===== config.mk =====
export PLATFORM = sky130hd
export DESIGN_NAME = cmdreg_bank
export DESIGN_NICKNAME = d
export VERILOG_FILES = /design/src/rtl/cmdreg_pkg.sv /design/src/rtl/cmdreg_decode.sv /design/src/rtl/cmdreg_lane.sv /design/src/rtl/cmdreg_cell.sv /design/src/rtl/cmdreg_rdmux.sv /design/src/rtl/cmdreg_bank.sv
export SDC_FILE = /design/constraint.sdc
export NUM_CORES = 1
export LEC_CHECK = 0
export ABC_CLOCK_PERIOD_IN_PS = 5100
export BUFFER_PORTS_ARGS = -buffer_cell sky130_fd_sc_hd__buf_2
export CORE_UTILIZATION = 25
export DETAILED_ROUTE_END_ITERATION = 10
export HOLD_SLACK_MARGIN = 0.15
export PLACE_DENSITY = 0.48
export SLEW_MARGIN = 20
export SYNTH_ARGS = -nofsm -noshare
export SYNTH_HDL_FRONTEND = slang
export SYNTH_SLANG_ARGS = --single-unit

===== constraint.sdc =====
create_clock -name clk -period 5.1 [get_ports clk]
set_input_delay 1.02 -clock clk [delete_from_list [all_inputs] [get_ports clk]]
set_output_delay 1.02 -clock clk [all_outputs]
set_load 0.02 [all_outputs]

===== src/rtl/cmdreg_pkg.sv =====
package cmdreg_pkg;

   localparam int NUM_REGS = 5;
   localparam int REG_W    = 32;

   typedef enum logic [2:0] {
      RID_CMD  = 3'd0,
      RID_CFG  = 3'd1,
      RID_PHY  = 3'd2,
      RID_WAKE = 3'd3,
      RID_IEN  = 3'd4
   } reg_id_e;

   localparam int TXD_LSB  = 8;
   localparam int TXD_NUM  = 4;
   localparam int RXD_BIT  = 16;

   function automatic logic [REG_W-1:0] impl_mask(input int idx);
      case (idx)
         0:       return 32'h000F_0F7F;
         1:       return 32'h3F7F_3F7F;
         2:       return 32'h203C_7E07;
         3:       return 32'h0000_001B;
         4:       return 32'h1F7F_7F1F;
         default: return '0;
      endcase
   endfunction

   function automatic logic [REG_W-1:0] self_clr_mask(input int idx);
      logic [REG_W-1:0] m;
      m = '0;
      if (idx == int'(RID_CMD)) begin
         m[TXD_LSB +: TXD_NUM] = '1;
         m[RXD_BIT]            = 1'b1;
      end
      return m;
   endfunction

   function automatic logic [REG_W-1:0] value_pos_mask(input int lanes);
      logic [REG_W-1:0] m;
      m = '0;
      for (int l = 0; l < lanes; l++) m[8*l+7] = 1'b1;
      return m;
   endfunction

endpackage


===== src/rtl/cmdreg_decode.sv =====
module cmdreg_decode #(
   parameter int ADDR_W    = 8,
   parameter int NUM       = 5,
   parameter int BASE_ADDR = 0,
   parameter int STRIDE    = 4
) (
   input  logic [ADDR_W-1:0] addr,
   output logic [NUM-1:0]    hit
);
   for (genvar i = 0; i < NUM; i++) begin : g_cmp
      localparam logic [ADDR_W-1:0] OFFS = ADDR_W'(BASE_ADDR + i * STRIDE);
      assign hit[i] = (addr == OFFS);
   end
endmodule


===== src/rtl/cmdreg_lane.sv =====
module cmdreg_lane #(
   parameter int LANE_W = 8
) (
   input  logic [LANE_W-1:0] cur,
   input  logic [LANE_W-1:0] wd,
   input  logic              en,
   output logic [LANE_W-1:0] nxt
);
   localparam int SEL_W = LANE_W - 1;

   logic [SEL_W-1:0] sel;
   logic             val;

   always_comb begin
      sel = en ? wd[SEL_W-1:0] : '0;
      val = wd[LANE_W-1];
      nxt = '0;
      if (val) nxt[SEL_W-1:0] = cur[SEL_W-1:0] | sel;
      else     nxt[SEL_W-1:0] = cur[SEL_W-1:0] & ~sel;
   end
endmodule


===== src/rtl/cmdreg_cell.sv =====
module cmdreg_cell #(
   parameter int               DATA_W   = 32,
   parameter logic [DATA_W-1:0] IMPL    = '1,
   parameter logic [DATA_W-1:0] SELF_CLR = '0
) (
   input  logic              clk,
   input  logic              rst_n,
   input  logic              sel,
   input  logic [DATA_W-1:0] wr_data,
   input  logic [DATA_W/8-1:0] wr_strb,
   output logic [DATA_W-1:0] q
);
   localparam int LANES  = DATA_W / 8;
   localparam bit HAS_SC = (SELF_CLR != '0);

   logic [DATA_W-1:0] base;
   logic [DATA_W-1:0] upd;

   if (HAS_SC) begin : g_sc
      assign base = q & ~SELF_CLR;
   end else begin : g_plain
      assign base = q;
   end

   for (genvar l = 0; l < LANES; l++) begin : g_lane
      cmdreg_lane #(.LANE_W(8)) u_lane (
         .cur (base[8*l +: 8]),
         .wd  (wr_data[8*l +: 8]),
         .en  (sel & wr_strb[l]),
         .nxt (upd[8*l +: 8])
      );
   end

   always_ff @(posedge clk) begin
      if (!rst_n) q <= '0;
      else        q <= upd & IMPL;
   end
endmodule


===== src/rtl/cmdreg_rdmux.sv =====
module cmdreg_rdmux #(
   parameter int DATA_W = 32,
   parameter int NUM    = 5
) (
   input  logic [NUM-1:0]             hit,
   input  logic [NUM-1:0][DATA_W-1:0] regs,
   output logic [DATA_W-1:0]          rd_data
);
   always_comb begin
      rd_data = '0;
      for (int i = 0; i < NUM; i++)
         if (hit[i]) rd_data = rd_data | regs[i];
   end
endmodule


===== src/rtl/cmdreg_bank.sv =====
module cmdreg_bank
   import cmdreg_pkg::*;
#(
   parameter int ADDR_W    = 8,
   parameter int DATA_W    = 32,
   parameter int BASE_ADDR = 0,
   parameter int STRIDE    = 4
) (
   input  logic                            clk,
   input  logic                            rst_n,
   input  logic                            wr_en,
   input  logic [ADDR_W-1:0]               addr,
   input  logic [DATA_W-1:0]               wr_data,
   input  logic [DATA_W/8-1:0]             wr_strb,
   output logic [DATA_W-1:0]               rd_data,
   output logic [NUM_REGS-1:0][DATA_W-1:0] reg_q,
   output logic [TXD_NUM-1:0]              tx_dmd_pulse,
   output logic                            rx_dmd_pulse
);
   localparam int LANES    = DATA_W / 8;
   localparam int TOP_ADDR = BASE_ADDR + (NUM_REGS - 1) * STRIDE;

   if (DATA_W != REG_W) begin : g_bad_width
      $error("cmdreg_bank: DATA_W must equal the package register width");
   end
   if (STRIDE < LANES) begin : g_bad_stride
      $error("cmdreg_bank: STRIDE smaller than one register");
   end
   if (TOP_ADDR >= (1 << ADDR_W)) begin : g_bad_span
      $error("cmdreg_bank: register map exceeds address space");
   end

   logic [NUM_REGS-1:0] hit;

   cmdreg_decode #(
      .ADDR_W    (ADDR_W),
      .NUM       (NUM_REGS),
      .BASE_ADDR (BASE_ADDR),
      .STRIDE    (STRIDE)
   ) u_dec (
      .addr (addr),
      .hit  (hit)
   );

   for (genvar i = 0; i < NUM_REGS; i++) begin : g_reg
      cmdreg_cell #(
         .DATA_W   (DATA_W),
         .IMPL     (impl_mask(i) & ~value_pos_mask(LANES)),
         .SELF_CLR (self_clr_mask(i))
      ) u_cell (
         .clk     (clk),
         .rst_n   (rst_n),
         .sel     (wr_en & hit[i]),
         .wr_data (wr_data),
         .wr_strb (wr_strb),
         .q       (reg_q[i])
      );
   end

   cmdreg_rdmux #(
      .DATA_W (DATA_W),
      .NUM    (NUM_REGS)
   ) u_rd (
      .hit     (hit),
      .regs    (reg_q),
      .rd_data (rd_data)
   );

   assign tx_dmd_pulse = reg_q[RID_CMD][TXD_LSB +: TXD_NUM];
   assign rx_dmd_pulse = reg_q[RID_CMD][RXD_BIT];

endmodule


==> qor.csv, run 1 <==
metric;value;unit
seq_area_frac_synth;33.2;%
drv_slew;0;
first_iter_violations;165;
p_leak;3.23;nW
cp.buffers_inverters;3;
fmax;0.259;GHz
path_class;input pin to output port;
fin_crit;3.86;ns
port-buffer-count;160;
outcome;complete, no violations;
insertion_delay;0.34;ns
syn_inst;591;
die_area;0.0206;mm²
cts_resized;0;
grt_max_degree;48;
avgRoutedWirePerCell;17.5;µm
seqCellArea;0.00166;mm²
hpwl;11.8;mm
drt-total-wl;17.4;mm
path_common_cell;buf_2;
synth_top_family_by_area;simple AND/OR/NAND/NOR gates;
antenna_found_initial;1;
setup_violations;0;
worst-r2r-setup-slack;4.43;ns
final_nets;769;
layout-drive-gt1-share;28.9;%
startpoint;addr[4];
cap_violations;0;
cts_buffer_depth;2;
arrival;2.84;ns
startpoint_type;input pin;
first_global_vias;4050;
grt_pass1_wl;25.2;mm
ant_nets;0;
skew;0;ns
cts.sinks;83;
num_rows;51;
yosys.area_share.simple;28.9;%
htree_levels;3;
avgSynthCellArea;8.47;µm²
synth_xor_area_share;0;%
clock-root-buffer;clkbuf_16;
ys_warn_count;0;
multi_input_area;0.00283;mm²
whs_path_depth;2;
path_cells;buf_2 -> nor4_4 -> buf_4 -> and2_1 -> a22o_1 -> buf_2;
final_cell_mix;buf_2, nand3_1, nand2_1;
crit_slowest_cell;buf_4;
via_per_inst;4.51;
pwr_density_cell;239;mW/mm²
synthDistinctLibCells;31;
ios;244;
peakVddDrop;0.000144;V
fin_cells;994;
rsz0062_at_grt;no;
cts_tree;built;
synth_fa_ha_area_share;0;%
r2r_cells;2;
start_util;25.6;%
routabilityCongestion;0.757;
die_y;144;µm
drtPass1Iterations;4;
synthMuxAreaShare;18.3;%
grtUsageTotal;16.9;%
cpPeakStageDelay;0.52;ns
synth-seq-cells;83;
placeableCoreArea;0.0195;mm²
cts_setup_buffers;0;
end_kind;output port;
synth_compound_area_share;2.20;%
fin_crit_sh;75.8;%
post-place-ws;1.22;ns
drc;0;
gr-total-overflow;0;
crit_fanout;47;
holdWs;0.478;ns
critical_path_required;4.08;ns
cts_buffers;9;
worst_pin_slew;1.01;ns
setup_ws;1.24;ns
synth.cell_area;0.00501;mm²
clkTransAtPathRegs;0.06;ns
holdBufCountCts;0;
num_vias;4482;
layout.cells.most_common;buf_2;
placedCellCount;976;
hold_path.class;flop to flop;
area_delta_synth_final;19.7;%
fin_setup_tns;0;ns
relSlewSlack;32.5;%
finalHoldViolCount;0;
cp_top_family;buffers and inverters;
die_w;144;µm
total_power;1.43;mW
n_fill_cell;2121;
==> per-stage QoR <==
step	utilization [%]	area (µm²)
2_1_floorplan	-	5310
3_3_place_gp	29.2	5710
3_5_place_dp	29.2	5710
4_1_cts	30.7	5990
5_1_grt	30.7	5990
6_report	30.7	5990
==> power breakdown <==
| part | leakage, nW | total, mW | internal, mW | switching, mW |
|---|---|---|---|---|
| Combinational | 2.44 | 0.164 | 0.0306 | 0.133 |
| Clock | 0.128 | 0.622 | 0.333 | 0.290 |
| Sequential | 0.668 | 0.648 | 0.648 | 0.000183 |
| Total | 3.23 | 1.43 | 1.01 | 0.423 |
==> cell usage after synthesis <==
cell type | n | area (µm²)
buf_4 | 92 | 691
nor4_4 | 3 | 63.8
nand2b_1 | 3 | 18.8
and3b_1 | 1 | 8.76
mux2_2 | 8 | 90.1
nand2_1 | 84 | 315
buf_1 | 1 | 3.75
nor4b_2 | 3 | 45.0
a22o_1 | 8 | 70.1
nor4b_4 | 1 | 23.8
conb_1 | 1 | 3.75
nor2_1 | 1 | 3.75
buf_2 | 19 | 95.1
nor3_1 | 1 | 5.00
a32o_1 | 1 | 10.0
a221o_1 | 2 | 20.0
nor4b_1 | 1 | 8.76
mux2i_1 | 78 | 781
and2_1 | 7 | 43.8
mux4_2 | 2 | 45.0
clkbuf_1 | 20 | 75.1
a21oi_1 | 2 | 10.0
and4b_1 | 1 | 10.0
nor3b_2 | 1 | 12.5
clkbuf_2 | 1 | 5.00
and3_1 | 29 | 181
and4bb_2 | 1 | 12.5
dfxtp_1 | 83 | 1660
nand3_1 | 134 | 671
nor4bb_1 | 1 | 10.0
nor4_2 | 1 | 12.5
==> cell families (layout without fill, tap and decap cells) <==
family	Yosys count	count (layout)
other cells	1	84
mux	88	88
compound gates	13	13
flops	83	83
simple gates	273	273
buf+inv	133	188
==> final cells by class <==
class                           instances  share of cell area, %
Antenna cell                            2                 0.0835
Clock buffer                            9                   3.76
Clock inverter                          7                  0.898
Multi-Input combinational cell        456                   47.2
Sequential cell                        83                   27.7
Tap cell                              265                   5.53
Timing Repair Buffer                  172                   14.9
==> worst register-to-register path, delay by kind of cell (launching register included) <==
| kind | cells | cell delay (ns) |
|---|---|---|
| flops | 1 | 0.38 |
| mux | 1 | 0.15 |
| simple gates | 1 | 0.06 |
==> metal layers <==
layer,routed length (µm),global-route usage (%)
met1,7800,21.7
met2,8390,27.5
met3,840,3.20
met4,350,7.50
met5,0,0
==> worst max-delay path by stage <==
| stage | endpoint | depth (start not counted) | slack, ns |
|---|---|---|---|
| after CTS | rd_data[14] | 6 | 1.22 |
| final | rd_data[14] | 6 | 1.24 |
| after detailed placement | rd_data[14] | 6 | 1.22 |
| after global routing | rd_data[14] | 6 | 1.11 |
| after floorplan | rd_data[10] | 5 | 1.84 |
| after global placement | rd_data[14] | 6 | 1.21 |
No activity file was read; power rests on OpenSTA's default activity.
==> run 2, diff against run 1 <==
Settings changed: ABC_CLOCK_PERIOD_IN_PS 5100 to 3660.
Clock period 5.1 ns to 3.66 ns, I/O delays scaled along.
==> run 2 against run 1 <==
  * Hold slack lost 0.0051 ns
  * Routed wire length decreased by 0.77%
  * Non-clock buffer count up 10
  * Setup slack got worse by 0.55 ns
  * Largest cell class unchanged
  * Register-to-register slack got worse by 1.5 ns
  * Flip-flop and latch count unchanged
==> qor.csv, run 2 (same netlist as run 1, synthesis figures left out) <==
metric;value;unit
hpwl;12.2;mm
relSlewSlack;41.9;%
start_util;25.6;%
routed.top_layer;met4;
avgRoutedWirePerCell;17.2;µm
drt-total-wl;17.2;mm
clock-root-buffer;clkbuf_16;
drv_slew;0;
skew;0;ns
htree_levels;3;
fin_setup_tns;0;ns
setup_ws;0.684;ns
rsz0062_at_grt;no;
pwr_density_cell;338;mW/mm²
placeableCoreArea;0.0195;mm²
swShare;27.1;%
postLayoutCoreUtil;31.2;%
final_cell_mix;buf_2, nand3_1, nand2_1;
p_leak;3.30;nW
netSwitchingPower;0.556;mW
arrival;2.24;ns
grtUsageTotal;16.5;%
port-buffer-count;160;
area_delta_synth_final;21.6;%
die_area;0.0206;mm²
fin_crit;2.98;ns
fin_crit_sh;81.3;%
holdBufCountCts;0;
drtPass1Iterations;4;
gr-total-overflow;0;
cts_buffers;9;
p_int;1.50;mW
outcome;complete, no violations;
clkTransAtPathRegs;0.06;ns
cp_top_family;simple AND/OR/NAND/NOR gates;
seq_power_share;44.0;%
path_common_cell;buf_2;
insertion_delay;0.34;ns
hold_path.class;flop to flop;
cap_violations;0;
n_fill_cell;2115;
cts_resized;0;
peakVddDrop;0.000198;V
num_vias;4491;
cts_buffer_depth;2;
ios;244;
share_comb_of_total_power;11.3;%
path_cells;buf_2 -> nor4_4 -> and2_1 -> buf_4 -> a22o_1 -> buf_2;
drc;0;
n_antenna_cell;0;
layout.cells.most_common;buf_2;
antenna_found_initial;0;
finalHoldViolCount;0;
num_rows;51;
critical_path_required;2.93;ns
cpPeakStageDelay;0.40;ns
cts.sinks;83;
layout-drive-gt1-share;29.3;%
wl_met2;8.21;mm
die_y;144;µm
final_nets;779;
grt_max_degree;36;
cts_setup_buffers;0;
wl_met3;898;µm
first_global_vias;4126;
crit_slowest_cell;nor4_4;
cts_tree;built;
startpoint_type;input pin;
die_w;144;µm
path_class;input pin to output port;
holdWs;0.473;ns
first_iter_violations;201;
wl_met1;7.82;mm
post-place-ws;0.649;ns
ant_nets;0;
via_per_inst;4.48;
crit_fanout;8;
end_kind;output port;
routabilityCongestion;0.742;
fmax;0.336;GHz
grt_pass1_wl;25.0;mm
worst_pin_slew;0.870;ns
total_power;2.06;mW
pwr-share-clk;44.8;%
setup_violations;0;
cp.buffers_inverters;3;
[run 2: cell count changes in the layout (fill, tap and decap cells not counted)]
cell        change
buf_12          +1
buf_4           +9
bufinv_16       +1
clkbuf_1        +4
clkbuf_8        +1
clkinv_4        -2
clkinvlp_4      -3
diode_2         -2
inv_6           -1
[run 2: worst paths after layout]
check	startpoint	endpoint	slack, ns	cells after the start
worst min register to register	flop	flop	0.47	2
worst max-delay path	addr[4]	rd_data[29]	0.68	6
worst max register to register	flop	flop	2.97	2
worst min-delay path	flop	flop	0.47	2
[run 2: cell type report]
| type | instances | area (µm²) | share of cell area, % |
|---|---|---|---|
| clock buffers | 14 | 254 | 4.17 |
| clock inverters | 2 | 35.0 | 0.576 |
| multi-input cells | 456 | 2830 | 46.4 |
| flip-flops and latches | 83 | 1660 | 27.3 |
| well taps | 265 | 332 | 5.45 |
| repair buffers | 182 | 978 | 16.1 |
[run 2: power groups by stage]
stage	clock network [mW]	registers (mW)	logic, mW
2_1_floorplan	0	0.924	0.221
3_3_place_gp	0	0.924	0.233
3_5_place_dp	0	0.924	0.233
4_1_cts	0.955	0.903	0.234
5_1_grt	0.985	0.903	0.252
6_report	0.920	0.904	0.231
[run 2: worst reg2reg max path, stage by stage, from the launching register on]
cell,delay [ns]
dfxtp_1,0.36
nand2_1,0.07
mux2i_1,0.17
[run 2: per-stage QoR]
| stage | instance area, µm² | std cells |
|---|---|---|
| detailed placement | 5800 | 986 |
| global route | 6090 | 1002 |
| floorplan | 5310 | 672 |
| CTS | 6090 | 1002 |
| finish | 6090 | 1002 |
| global placement | 5800 | 986 |
[run 2: layer usage]
| metal | vias to the layer above | global-route usage, % |
|---|---|---|
| met1 | 2137 | 21.5 |
| li1 | 2160 | - |
| met4 | 0 | 5.26 |
| met5 | - | 0 |
| met3 | 20 | 3.63 |
| met2 | 174 | 26.9 |
==> run 3, diff against run 2 <==
Settings changed: ABC_AREA from default to 1, ABC_CLOCK_PERIOD_IN_PS 3660 to 2500, PLACE_DENSITY 0.48 to 0.49.
Clock period 3.66 ns to 2.5 ns, I/O delays scaled along.
==> run 3 against run 2 <==
  * Clock power rose by 51%
  * Highest routed layer unchanged
  * Sequential share of layout area is 0.18 points lower
  * Largest power group unchanged
  * Non-clock buffer count fell by 6
  * Count of clock-buffer cells in the layout decreased by 1
  * Largest cell class unchanged
  * Final area increased by 0.68%
  * Cell count up 20%
==> qor.csv, run 3 <==
metric;value;unit
async_reset_ff_share;0;%
first_global_vias;4483;
crit_fanout;16;
critical_path_required;2.00;ns
rsz0062_at_grt;no;
drtPass1Iterations;4;
fin_crit_sh;90.5;%
hpwl;10.9;mm
placeableCoreArea;0.0198;mm²
synthTopCellsByCount;nand2_1, nor2_1, buf_4;
grtUsageTotal;14.7;%
avgRoutedWirePerCell;12.8;µm
synthDistinctLibCells;26;
relSlewSlack;65.2;%
layout-drive-gt1-share;21.9;%
synth.most_common_cell;nand2_1;
syn_inst;794;
first_iter_violations;185;
cts_tree;built;
arrival;1.76;ns
n_fill_cell;2216;
multi_input_area;0.00255;mm²
avgSynthCellArea;6.44;µm²
setup_violations;0;
cts_setup_buffers;0;
seqCellArea;0.00166;mm²
path_class;input pin to output port;
final_nets;978;
die_w;145;µm
cts_buffer_depth;2;
fin_crit;2.26;ns
fin_setup_tns;0;ns
num_rows;51;
drv_slew;0;
antenna_found_initial;1;
cp.buffers_inverters;4;
fmax;0.442;GHz
end_kind;output port;
synth_edf_count;0;
die_area;0.0210;mm²
cts_resized;0;
synth_ff_type;dfxtp_1;
postLayoutCoreUtil;31.0;%
synth-seq-cells;83;
num_vias;5006;
path_cells;buf_2 -> nor2_4 -> nand2_4 -> nor2_4 -> buf_12 -> inv_2 -> nor2_1 -> nor2_1 -> nand2_1 -> buf_2;
port-buffer-count;160;
grt_max_degree;38;
drc;0;
yosys.area.top_type;dfxtp_1;
grt_pass1_wl;24.3;mm
drt-total-wl;15.3;mm
cpPeakStageDelay;0.18;ns
die_y;145;µm
cap_violations;0;
cp_top_family;simple AND/OR/NAND/NOR gates;
ys_warn_count;0;
cts.sinks;83;
peakVddDrop;0.000289;V
p_leak;3.27;nW
htree_levels;3;
crit_slowest_cell;nor2_4;
final_cell_mix;nand2_1, buf_2, nor2_1;
ios;244;
worst_pin_slew;0.522;ns
finalHoldViolCount;0;
insertion_delay;0.34;ns
cts_buffers;9;
synth_top_area_share;32.5;%
clkTransAtPathRegs;0.07;ns
synth.cell_area;0.00511;mm²
pwr_density_cell;488;mW/mm²
layout.cells.most_common;nand2_1;
routabilityCongestion;0.722;
gr-total-overflow;0;
placedCellCount;1185;
clock-root-buffer;clkbuf_16;
startpoint_type;input pin;
ant_nets;0;
area_delta_synth_final;19.8;%
fin_cells;1200;
holdBufCountCts;0;
seq_area_frac_synth;32.5;%
n_antenna_cell;0;
start_util;25.9;%
via_per_inst;4.17;
skew;0;ns
outcome;complete, no violations;
hold_path.class;input pin to flop;
synthTopCellsByArea;dfxtp_1, nand2_1, buf_4, nor2_1, nand4_1;
==> run 3: cell types whose count changed after synthesis, sizes merged, moves of 8 or more <==
cell    change
o22ai      +11
a21boi      +8
nand3     -107
and3       -29
clkbuf      -9
nor2      +156
mux2        -8
nand4      +68
nand2     +119
a22o        -8
inv        +86
mux2i      -78
==> run 3: layout make-up <==
| cell class | instances | share of cell area [%] |
|---|---|---|
| timing repair buffer | 176 | 15.8 |
| sequential | 83 | 27.1 |
| inverter | 86 | 5.27 |
| tap | 265 | 5.41 |
| clock buffer | 13 | 4.25 |
| multi-input combinational | 575 | 41.5 |
| clock inverter | 2 | 0.572 |
==> run 3: per-stage QoR <==
step / area, µm² / total power, mW / worst slack [ns] / hold WS, ns
after floorplan: 5420 / 1.64 / 0.503 / 0.540
after global placement: 5830 / 1.63 / 0.213 / 0.468
after detailed placement: 5830 / 1.63 / 0.212 / 0.463
after CTS: 6130 / 3.04 / 0.203 / 0.379
after global routing: 6130 / 3.12 / 0.120 / 0.398
final: 6130 / 2.99 / 0.238 / 0.390
==> run 3: metal layers <==
metal | track usage [%] | vias up | wire [µm]
li1 | - | 2595 | -
met1 | 19.2 | 2250 | 7220
met2 | 23.7 | 150 | 7090
met3 | 3.87 | 11 | 835
met4 | 3.83 | 0 | 156
met5 | 0 | - | 0
==> run 3: tightest hold or removal path: stages <==
cell	delay [ns]
buf_2	0.12
inv_1	0.05
nor2_1	0.03
==> run 3: power breakdown <==
group | internal (mW) | leakage (nW) | switching, mW
clock network | 0.824 | 0.146 | 0.562
logic | 0.0422 | 2.45 | 0.236
registers | 1.32 | 0.668 | 0.000542
==> run 3: cells by family after synthesis <==
| kind of cell | synth area share [%] |
|---|---|
| AO/OA/AOI/OAI | 4.57 |
| buffers and inverters | 23.7 |
| flip-flops | 32.5 |
| other | 0.0733 |
| AND/OR/NAND/NOR | 39.2 |
==> run 3: path summary, 6_finish.rpt <==
check | startpoint | to | slack [ns] | cells after the start
setup / recovery | addr[7] | rd_data[0] | 0.24 | 10
setup reg to reg | flop | flop | 1.80 | 3
hold / removal | wr_data[8] | g_reg[0].u_cell.q[8] | 0.39 | 3
hold reg to reg | flop | flop | 0.47 | 2
